$ cat config.mk
export PLATFORM = sky130hd
export DESIGN_NAME = irq_prio_ctrl
export DESIGN_NICKNAME = d
export VERILOG_FILES = /design/src/rtl/irq_pkg.sv /design/src/rtl/irq_sync.sv /design/src/rtl/irq_src_cell.sv /design/src/rtl/irq_arbiter.sv /design/src/rtl/irq_prio_stack.sv /design/src/rtl/irq_prio_ctrl.sv
export SDC_FILE = /design/constraint.sdc
export NUM_CORES = 1
export LEC_CHECK = 0
export BUFFER_PORTS_ARGS = -buffer_cell sky130_fd_sc_hd__buf_4
export CORE_AREA = 2 2 97 137
export DETAILED_ROUTE_END_ITERATION = 10
export DIE_AREA = 0 0 99 139
export SYNTH_ARGS = -nofsm -noshare
export SYNTH_HDL_FRONTEND = slang
export SYNTH_HIERARCHICAL = 1
export SYNTH_SLANG_ARGS = --single-unit
$ cat constraint.sdc
create_clock -name clk -period 34 [get_ports clk]
set_input_delay 1.7 -clock clk [delete_from_list [all_inputs] [get_ports clk]]
set_output_delay 1.7 -clock clk [all_outputs]
set_load 0.03 [all_outputs]
$ cat src/rtl/irq_pkg.sv
package irq_pkg;
  typedef enum logic [1:0] {
    TRIG_HIGH = 2'b00,
    TRIG_LOW  = 2'b01,
    TRIG_RISE = 2'b10,
    TRIG_FALL = 2'b11
  } trig_e;
endpackage

$ cat src/rtl/irq_sync.sv
module irq_sync #(
  parameter int W = 1
) (
  input  logic         clk,
  input  logic         rst_n,
  input  logic [W-1:0] d_i,
  output logic [W-1:0] q_o
);
  logic [W-1:0] s1_q, s2_q;

  always_ff @(posedge clk or negedge rst_n) begin
    if (!rst_n) begin
      s1_q <= '0;
      s2_q <= '0;
    end else begin
      s1_q <= d_i;
      s2_q <= s1_q;
    end
  end

  assign q_o = s2_q;
endmodule

$ cat src/rtl/irq_src_cell.sv
module irq_src_cell
  import irq_pkg::*;
#(
  parameter bit IS_EXT = 1'b0
) (
  input  logic  clk,
  input  logic  rst_n,
  input  logic  raw_i,
  input  trig_e mode_i,
  input  logic  ack_i,
  output logic  pend_o
);
  logic inv, lvl, edge_mode, edge_set;
  logic prev_q, prev_d;
  logic pend_q, pend_d;

  always_comb begin
    inv       = IS_EXT ? mode_i[0] : 1'b0;
    lvl       = raw_i ^ inv;
    edge_mode = mode_i[1];
    edge_set  = lvl & ~prev_q;
    prev_d    = lvl;
    if (!edge_mode)     pend_d = 1'b0;
    else if (edge_set)  pend_d = 1'b1;
    else if (ack_i)     pend_d = 1'b0;
    else                pend_d = pend_q;
    pend_o = edge_mode ? pend_q : lvl;
  end

  always_ff @(posedge clk or negedge rst_n) begin
    if (!rst_n) begin
      prev_q <= 1'b0;
      pend_q <= 1'b0;
    end else begin
      prev_q <= prev_d;
      pend_q <= pend_d;
    end
  end

  // an acknowledge with no new edge clears the latch
  p_edge_ack_clear_r6: assert property (@(posedge clk) disable iff (!rst_n)
    (ack_i && edge_mode && !edge_set) |=> !pend_q);
  // a latched edge persists until acknowledged
  p_edge_hold_r6: assert property (@(posedge clk) disable iff (!rst_n)
    (edge_mode && pend_q && !ack_i) |=> (pend_q || !mode_i[1]));
endmodule

$ cat src/rtl/irq_arbiter.sv
module irq_arbiter #(
  parameter int NSRC   = 8,
  parameter int PRIO_W = 3,
  localparam int SRC_W = (NSRC > 1) ? $clog2(NSRC) : 1
) (
  input  logic [NSRC-1:0]             req_i,
  input  logic [NSRC-1:0][PRIO_W-1:0] prio_i,
  input  logic                        thr_valid_i,
  input  logic [PRIO_W-1:0]           thr_i,
  input  logic                        block_i,
  output logic                        hit_o,
  output logic [SRC_W-1:0]            src_o,
  output logic [PRIO_W-1:0]           prio_o
);
  logic [NSRC-1:0] elig;

  genvar g;
  generate
    for (g = 0; g < NSRC; g++) begin : g_elig
      assign elig[g] = req_i[g] && !block_i &&
                       (!thr_valid_i || (prio_i[g] > thr_i));
    end
  endgenerate

  always_comb begin
    hit_o  = 1'b0;
    src_o  = '0;
    prio_o = '0;
    for (int i = 0; i < NSRC; i++) begin
      if (elig[i] && (!hit_o || (prio_i[i] > prio_o))) begin
        hit_o  = 1'b1;
        src_o  = SRC_W'(i);
        prio_o = prio_i[i];
      end
    end
  end
endmodule

$ cat src/rtl/irq_prio_stack.sv
module irq_prio_stack #(
  parameter int DEPTH  = 4,
  parameter int PRIO_W = 3
) (
  input  logic              clk,
  input  logic              rst_n,
  input  logic              push_i,
  input  logic              pop_i,
  input  logic [PRIO_W-1:0] din_i,
  output logic [PRIO_W-1:0] top_o,
  output logic              nonempty_o,
  output logic              full_o
);
  localparam int CNT_W = $clog2(DEPTH + 1);
  localparam int IDX_W = (DEPTH > 1) ? $clog2(DEPTH) : 1;

  logic [PRIO_W-1:0] mem_q [DEPTH];
  logic [CNT_W-1:0]  cnt_q, cnt_d, wr_idx;
  logic [IDX_W-1:0]  top_idx;
  logic              do_push, do_pop;

  always_comb begin
    nonempty_o = (cnt_q != '0);
    full_o     = (cnt_q == CNT_W'(DEPTH));
    do_pop     = pop_i && nonempty_o;
    do_push    = push_i && (!full_o || do_pop);
    cnt_d      = cnt_q + CNT_W'(do_push) - CNT_W'(do_pop);
    wr_idx     = do_pop ? (cnt_q - CNT_W'(1)) : cnt_q;
    top_idx    = IDX_W'(cnt_q - CNT_W'(1));
    top_o      = nonempty_o ? mem_q[top_idx] : '0;
  end

  always_ff @(posedge clk or negedge rst_n) begin
    if (!rst_n) cnt_q <= '0;
    else        cnt_q <= cnt_d;
  end

  genvar e;
  generate
    for (e = 0; e < DEPTH; e++) begin : g_slot
      always_ff @(posedge clk or negedge rst_n) begin
        if (!rst_n)                                 mem_q[e] <= '0;
        else if (do_push && (wr_idx == CNT_W'(e)))  mem_q[e] <= din_i;
      end
    end
  endgenerate

  p_no_overflow_r10: assert property (@(posedge clk) disable iff (!rst_n)
    cnt_q <= CNT_W'(DEPTH));
  p_pop_restores_r9: assert property (@(posedge clk) disable iff (!rst_n)
    (pop_i && !push_i && nonempty_o) |=> (cnt_q == $past(cnt_q) - CNT_W'(1)));
endmodule

$ cat src/rtl/irq_prio_ctrl.sv
module irq_prio_ctrl
  import irq_pkg::*;
#(
  parameter int N_INT       = 4,
  parameter int N_EXT       = 4,
  parameter int PRIO_W      = 3,
  parameter int STACK_DEPTH = 4,
  localparam int NSRC  = N_INT + N_EXT,
  localparam int SRC_W = (NSRC > 1) ? $clog2(NSRC) : 1
) (
  input  logic              clk,
  input  logic              rst_n,
  input  logic [N_INT-1:0]  int_req_i,
  input  logic [N_EXT-1:0]  ext_irq_i,
  input  logic              ext_fiq_i,
  input  logic              cfg_we_i,
  input  logic [SRC_W-1:0]  cfg_sel_i,
  input  logic              cfg_en_i,
  input  logic [PRIO_W-1:0] cfg_prio_i,
  input  logic [1:0]        cfg_mode_i,
  input  logic              ack_i,
  input  logic              eoi_i,
  output logic              fiq_o,
  output logic              irq_o,
  output logic [SRC_W-1:0]  cur_src_o,
  output logic [PRIO_W-1:0] cur_prio_o
);
  logic [N_EXT:0]                sync_q;
  logic [NSRC-1:0]               raw, pend, req;
  logic [NSRC-1:0]               en_q, en_d;
  logic [NSRC-1:0][PRIO_W-1:0]   prio_q, prio_d;
  trig_e                         mode_q [NSRC];
  trig_e                         mode_d [NSRC];
  logic                          push, pop;
  logic [PRIO_W-1:0]             stk_top;
  logic                          stk_nonempty, stk_full;

  // synchronizer for external pins plus the fast pin in the top bit
  irq_sync #(.W(N_EXT + 1)) u_sync (
    .clk   (clk),
    .rst_n (rst_n),
    .d_i   ({ext_fiq_i, ext_irq_i}),
    .q_o   (sync_q)
  );

  assign fiq_o = sync_q[N_EXT];
  assign raw   = {sync_q[N_EXT-1:0], int_req_i};

  // configuration next-state
  always_comb begin
    en_d   = en_q;
    prio_d = prio_q;
    for (int i = 0; i < NSRC; i++) mode_d[i] = mode_q[i];
    if (cfg_we_i && (int'(cfg_sel_i) < NSRC)) begin
      en_d[cfg_sel_i]   = cfg_en_i;
      prio_d[cfg_sel_i] = cfg_prio_i;
      mode_d[cfg_sel_i] = trig_e'(cfg_mode_i);
    end
  end

  always_ff @(posedge clk or negedge rst_n) begin
    if (!rst_n) begin
      en_q   <= '0;
      prio_q <= '0;
      for (int i = 0; i < NSRC; i++) mode_q[i] <= TRIG_HIGH;
    end else begin
      en_q   <= en_d;
      prio_q <= prio_d;
      for (int i = 0; i < NSRC; i++) mode_q[i] <= mode_d[i];
    end
  end

  assign push = ack_i && irq_o;
  assign pop  = eoi_i;

  genvar g;
  generate
    for (g = 0; g < NSRC; g++) begin : g_src
      irq_src_cell #(.IS_EXT(g >= N_INT)) u_cell (
        .clk    (clk),
        .rst_n  (rst_n),
        .raw_i  (raw[g]),
        .mode_i (mode_q[g]),
        .ack_i  (push && (cur_src_o == SRC_W'(g))),
        .pend_o (pend[g])
      );
    end
  endgenerate

  assign req = pend & en_q;

  irq_arbiter #(.NSRC(NSRC), .PRIO_W(PRIO_W)) u_arb (
    .req_i       (req),
    .prio_i      (prio_q),
    .thr_valid_i (stk_nonempty),
    .thr_i       (stk_top),
    .block_i     (stk_full),
    .hit_o       (irq_o),
    .src_o       (cur_src_o),
    .prio_o      (cur_prio_o)
  );

  irq_prio_stack #(.DEPTH(STACK_DEPTH), .PRIO_W(PRIO_W)) u_stk (
    .clk        (clk),
    .rst_n      (rst_n),
    .push_i     (push),
    .pop_i      (pop),
    .din_i      (cur_prio_o),
    .top_o      (stk_top),
    .nonempty_o (stk_nonempty),
    .full_o     (stk_full)
  );

  p_fiq_from_pin_r1: assert property (@(posedge clk) disable iff (!rst_n)
    $rose(fiq_o) |-> $past(ext_fiq_i, 2));
  p_winner_valid_r2: assert property (@(posedge clk) disable iff (!rst_n)
    irq_o |-> (en_q[cur_src_o] && pend[cur_src_o]));
  p_nest_strict_r8: assert property (@(posedge clk) disable iff (!rst_n)
    (irq_o && stk_nonempty) |-> (cur_prio_o > stk_top));
  p_full_blocks_r10: assert property (@(posedge clk) disable iff (!rst_n)
    stk_full |-> !irq_o);
endmodule

Yosys cells after proc, flatten, opt, wreduce, memory -nomap -nowiden
Index checks and enable logic that the tools add are counted.

word-level totals
  input bits = 23
  word-level logic and storage cells = 242
  output and inout bits = 8
  bits in registers = 89

operators by class
  add/subtract/negate cells = 3
  multiplexer cells = 69
  bitwise logic cells = 23
  magnitude comparators = 20
  reduce and logical (&&, ||, !) cells = 68
  equality and inequality tests = 19

operators with widths
  operator            number
  $mux 3              17
  $gt 3x3->1          15
  $mux 1              42
  $logic_and 1x1->1   40
  $bwmux 24           1
  $ne 3x1->1 const B  8
  $bwmux 16           1
  $logic_or 1x1->1    16
  $eq 3x3->1 const B  5
  $eq 3x2->1 const B  4
  $demux 3 s3         1
  $logic_not 1->1     9
  $and 1x1->1         8
  $and 8x8->8         1
  $bwmux 8            1
  $not 1->1           8
  $bmux 3 s2          1
  $demux 2 s3         1
  $eq 3x1->1 const B  2
  $logic_not 3->1     2
  $mux 2              3
  $ge 4x4->1 const B  1
  $lt 3x4->1 const B  1
  $lt 4x1->1 const B  1
  10 further kinds    13

Logic depth before layout (Yosys ltp)
  depth in word-level cells = 43
  mapped depth = 70

Cells and area by module
Netlist, hierarchy kept.

by module, submodules not included
  module                               area an instance (um2)  sequential area each (um2)  cells an instance  times used
  irq_prio_ctrl                        1991.9                  1201.2                      133                1
  irq_arbiter                          1720.4                  0.0                         217                1
  irq_prio_stack                       862.1                   375.4                       66                 1
  irq_src_cell at g_src[0].u_cell ...  88.8                    50.0                        6                  4
  irq_src_cell at g_src[4].u_cell ...  88.8                    50.0                        7                  4
  irq_sync                             250.2                   250.2                       10                 1

Worst setup path before layout
Ideal clock, no wire load.

  path type = in2out
  from = input port int_req_i[0]
  to = output port cur_prio_o[0]
  slack = 20.797 ns
  stages on the path = 57
  path buffers = 1
  data arrival time = 11.503 ns
  data required time = 32.300 ns
  cell sequence = mux2_4 > and2_1 > nand2b_4 > a311o_4 > o22ai_4 > nand2_1 > ha_1 > nand3b_1 > a32o_1 > o31a_2 > a22oi_1 > ha_1 > nor2b_1 > o21a_1 > o21ai_0 > a21oi_2 > nor2b_1 > or2_2 > [21 not listed] > a21oi_1 > ha_1 > nor2b_1 > o21ai_0 > inv_1 > o21ai_0 > a21boi_2 > inv_1 > nand2_1 > o22ai_1 > ha_1 > nor2b_1 > o21ai_0 > a32oi_1 > o211ai_1 > o31a_1 > o22ai_1 > a31oi_1

on the way
  cells in the longest elaborated chain, start to end = 33
  elaborated cells between the ends (all ways) = 47

RTL lines
  item                                                  line                 source
  from (decl)                                           irq_prio_ctrl.sv:13  input logic [N_INT-1:0] int_req_i,
  $mux 1 *                                              irq_src_cell.sv:27   pend_o = edge_mode ? pend_q : lvl;
  $and 8x8->8 *                                         irq_prio_ctrl.sv:90  assign req = pend & en_q;
  named net req[0]                                      irq_prio_ctrl.sv:29  logic [NSRC-1:0] raw, pend, req;
  $logic_and 1x1->1 * (2 in a row)                      irq_arbiter.sv:20    assign elig[g] = req_i[g] && !block_i &&
  $mux 3 / $mux 1 (equally long branches)               irq_arbiter.sv:30    if (elig[i] && (!hit_o || (prio_i[i] > prio_o))) begin
  $gt 3x3->1 / $logic_not 1->1 (equally long branches)  irq_arbiter.sv:30
  $logic_or 1x1->1                                      irq_arbiter.sv:30
  $logic_and 1x1->1                                     irq_arbiter.sv:30
  [17 not listed]                                       -
  $gt 3x3->1 / $logic_not 1->1 (equally long branches)  irq_arbiter.sv:30
  $logic_or 1x1->1                                      irq_arbiter.sv:30
  $logic_and 1x1->1                                     irq_arbiter.sv:30
  $mux 3 / $mux 1 (equally long branches)               irq_arbiter.sv:30
  $gt 3x3->1 / $logic_not 1->1 (equally long branches)  irq_arbiter.sv:30
  $logic_or 1x1->1                                      irq_arbiter.sv:30
  $logic_and 1x1->1                                     irq_arbiter.sv:30
  $mux 3 *                                              irq_arbiter.sv:30
  to (decl)                                             irq_prio_ctrl.sv:26  output logic [PRIO_W-1:0] cur_prio_o

The timed path passes the listed nets; every way through them passes the cells marked *.

Final worst setup path
  from = register u_stk.cnt_q[0]
  to = output port cur_prio_o[0]

on the way
  cells in the longest elaborated chain, start to end = 38
  elaborated cells between the ends (all ways) = 85

RTL lines
  item                                                  line                  source
  from (decl)                                           irq_prio_stack.sv:18  logic [CNT_W-1:0] cnt_q, cnt_d, wr_idx;
  from (signal assigned)                                irq_prio_stack.sv:35  else cnt_q <= cnt_d;
  $sub 3x1->3                                           -
  $not 2->3 (not written as such)                       irq_prio_stack.sv:30  top_o = nonempty_o ? mem_q[top_idx] : '0;
  $bmux 3 s2                                            irq_prio_stack.sv:30
  $mux 3 (not written as such) (2 in a row)             irq_prio_stack.sv:30
  $mux 3 *                                              irq_prio_stack.sv:30
  named net stk_top[2]                                  irq_prio_ctrl.sv:35   logic [PRIO_W-1:0] stk_top;
  $gt 3x3->1                                            irq_arbiter.sv:21     (!thr_valid_i || (prio_i[g] > thr_i));
  $logic_or 1x1->1                                      irq_arbiter.sv:21
  [22 not listed]                                       -
  $gt 3x3->1 / $logic_not 1->1 (equally long branches)  irq_arbiter.sv:30
  $logic_or 1x1->1                                      irq_arbiter.sv:30
  $logic_and 1x1->1                                     irq_arbiter.sv:30
  $mux 3 / $mux 1 (equally long branches)               irq_arbiter.sv:30
  $gt 3x3->1 / $logic_not 1->1 (equally long branches)  irq_arbiter.sv:30
  $logic_or 1x1->1                                      irq_arbiter.sv:30
  $logic_and 1x1->1                                     irq_arbiter.sv:30
  $mux 3 *                                              irq_arbiter.sv:30

The timed path passes the listed nets; every way through them passes the cells marked *. The select of a mux whose other input is x is not followed.

==> run metrics <==
status=complete, no violations; die width=99 um; Reg-to-Reg Start=u_stk/cnt_q[0]; vias in the first global route=4067; Pre-Repair DR Iteration Count=4; area delta synth->final=13.00%; Worst slew margin=22.48%; Critical Path RT=32.30 ns; HPWL Detailed=9538 um; Crit Path Class=register to output pin; Routed WL=12670 um; Antenna Violating Nets Remaining=0; Pwr Density=105.8 nW/um2; worst-case clock buffer depth=2; Post-CTS Setup Bufs=0; TNS Setup=0 ns; CP max stage cell=dfrtp_1; Max Clock Skew=0.009674 ns; vias=3759; FP Rows=49; Lkg Pwr=2.661 nW; synthesized area per cell=11.47 um2; core area=12570 um2; Remaining DRCs=0; drt via density=5.713; first-pass GRT wire length=20700 um; hold path endpoint=u_sync/q_o[0]; GP Congestion=0.8683; fmax=66.66 MHz; Max stage delay on crit path=0.59 ns; Reg clk slew, reported paths=0.07 ns; Ys Warns=6; setup violators final=0; Placed Area=5747 um2; H-tree level count=3; placed insts=643; Die Ht=139 um; Post-Layout Inst Area=6091 um2; pin count of the biggest net entering global routing=75; Post-Synthesis Net Count=542; worst r2r dst=g_src[0].u_cell/pend_q; fin cells=658; nets@finish=573; CTS tree=yes; RSZ-0062 raised after global routing=false; HP Class=register to register; initial core utilization=42.89%; Design Power=0.0006445 W; WL per Instance=19.26 um; r2r setup slk=20.68 ns; Worst Path Max Fanout=11; total CTS buffers=9; Clk Tree Root Cell=clkbuf_16; hold depth=0; R2R depth=63; CTS sink count=85; share of cells above drive strength 1=29.11%; Post-CTS Resized=0; Slew Limit Fails=0; most frequent CP cell=ha_1; final hold viol count=0; Skew-Pair Late Insertion Delay=0.34 ns; DIE AREA=13760 um2; initial DRC count=120; initial antenna violation count=0; io pins=31; Post-Syn Area=5390 um2; grt ovf=0; # Max-Cap Violations=0; worst hold start=u_sync/s1_q[0]; I/O Buffers=30; Total Routing Usage GR=19.39%; crit path time final=15.00 ns; VDD IR max=0.0001079 V; antenna cell count=0; Post-CTS Hold Buffers=0; period utilization=44.12%; Critical Path End Type=output pin; Worst Max-Slew Pin Slew=1.146 ns; critical path arrival=13.30 ns; Critical Path Start Type=register; Post-Syn Instances=470
==> through the flow <==
stage / util [%] / hold slack (ns) / worst slack [ns]
after floorplan: - / 0.3312 / 20.80
after global placement: 45.72 / 0.3319 / 19.86
after detailed placement: 45.72 / 0.3347 / 19.53
after CTS: 48.46 / 0.3498 / 19.12
after global routing: 48.46 / 0.3561 / 18.05
final: 48.46 / 0.3494 / 19.00
==> critical path, delay by kind of cell (launching register included) <==
kind | cells | cell delay (ns)
flops | 1 | 0.59
buf+inv | 5 | 0.95
compound gates | 32 | 5.81
fa+ha+maj | 9 | 2.93
mux | 1 | 0.34
simple gates | 13 | 2.32
==> area by class of cell <==
| type | count | area (um2) |
|---|---|---|
| Inverter | 24 | 90.09 |
| Tap cell | 153 | 191.4 |
| Fill cell | 1112 | 6477 |
| Clock buffer | 9 | 225.2 |
| Timing Repair Buffer | 32 | 240.2 |
| Multi-Input combinational cell | 349 | 3098 |
| Clock inverter | 6 | 118.9 |
| Sequential cell | 85 | 2127 |
==> routing by layer <==
layer	track usage, %	vias up	share of wire [%]
met4	9.373	0	3.9
li1	-	1809	-
met1	22.12	1883	41
met2	34.85	49	53
met5	0	-	0
met3	2.923	18	2.3
==> registers in the layout (all words and copies together) (netlist names) <==
signal,count
prio_q,24
en_q,8
g_src.u_cell/prev_q,8
mode_q,12
u_stk/mem_q,12
u_sync/q_o,5
g_src.u_cell/pend_q,8
u_sync/s1_q,5
u_stk/cnt_q,3
==> report_power, final <==
group / internal, W / switching (W) / leakage (nW)
combinational: 0.000165 / 0.000221 / 1.46
clock: 0.0000723 / 0.0000421 / 0.168
sequential: 0.000124 / 0.0000208 / 1.04
==> worst max path at each step <==
stage | startpoint | endpoint | slack [ns] | depth (start not counted)
3_5_place_dp | u_stk/cnt_q[0] | cur_prio_o[0] | 19.53 | 60
2_1_floorplan | int_req_i[0] | cur_prio_o[0] | 20.80 | 57
5_1_grt | u_stk/cnt_q[0] | cur_prio_o[0] | 18.05 | 60
6_report | u_stk/cnt_q[0] | cur_prio_o[0] | 19.00 | 60
3_3_place_gp | u_stk/cnt_q[0] | cur_prio_o[0] | 19.86 | 60
4_1_cts | u_stk/cnt_q[0] | cur_prio_o[0] | 19.12 | 60
==> layout by cell type, fill, tap and decap left out, types with 8 or more instances in the layout <==
master,n
nand3_1,8
nor2_1,16
o21ai_0,16
inv_1,24
nand2_1,16
buf_4,32
a21oi_1,11
clkbuf_16,9
ha_1,48
nor2b_1,17
and2_1,14
mux2_2,59
nand2b_1,14
dfrtp_1,85
Note: power is estimated with default switching activity, not from simulation.
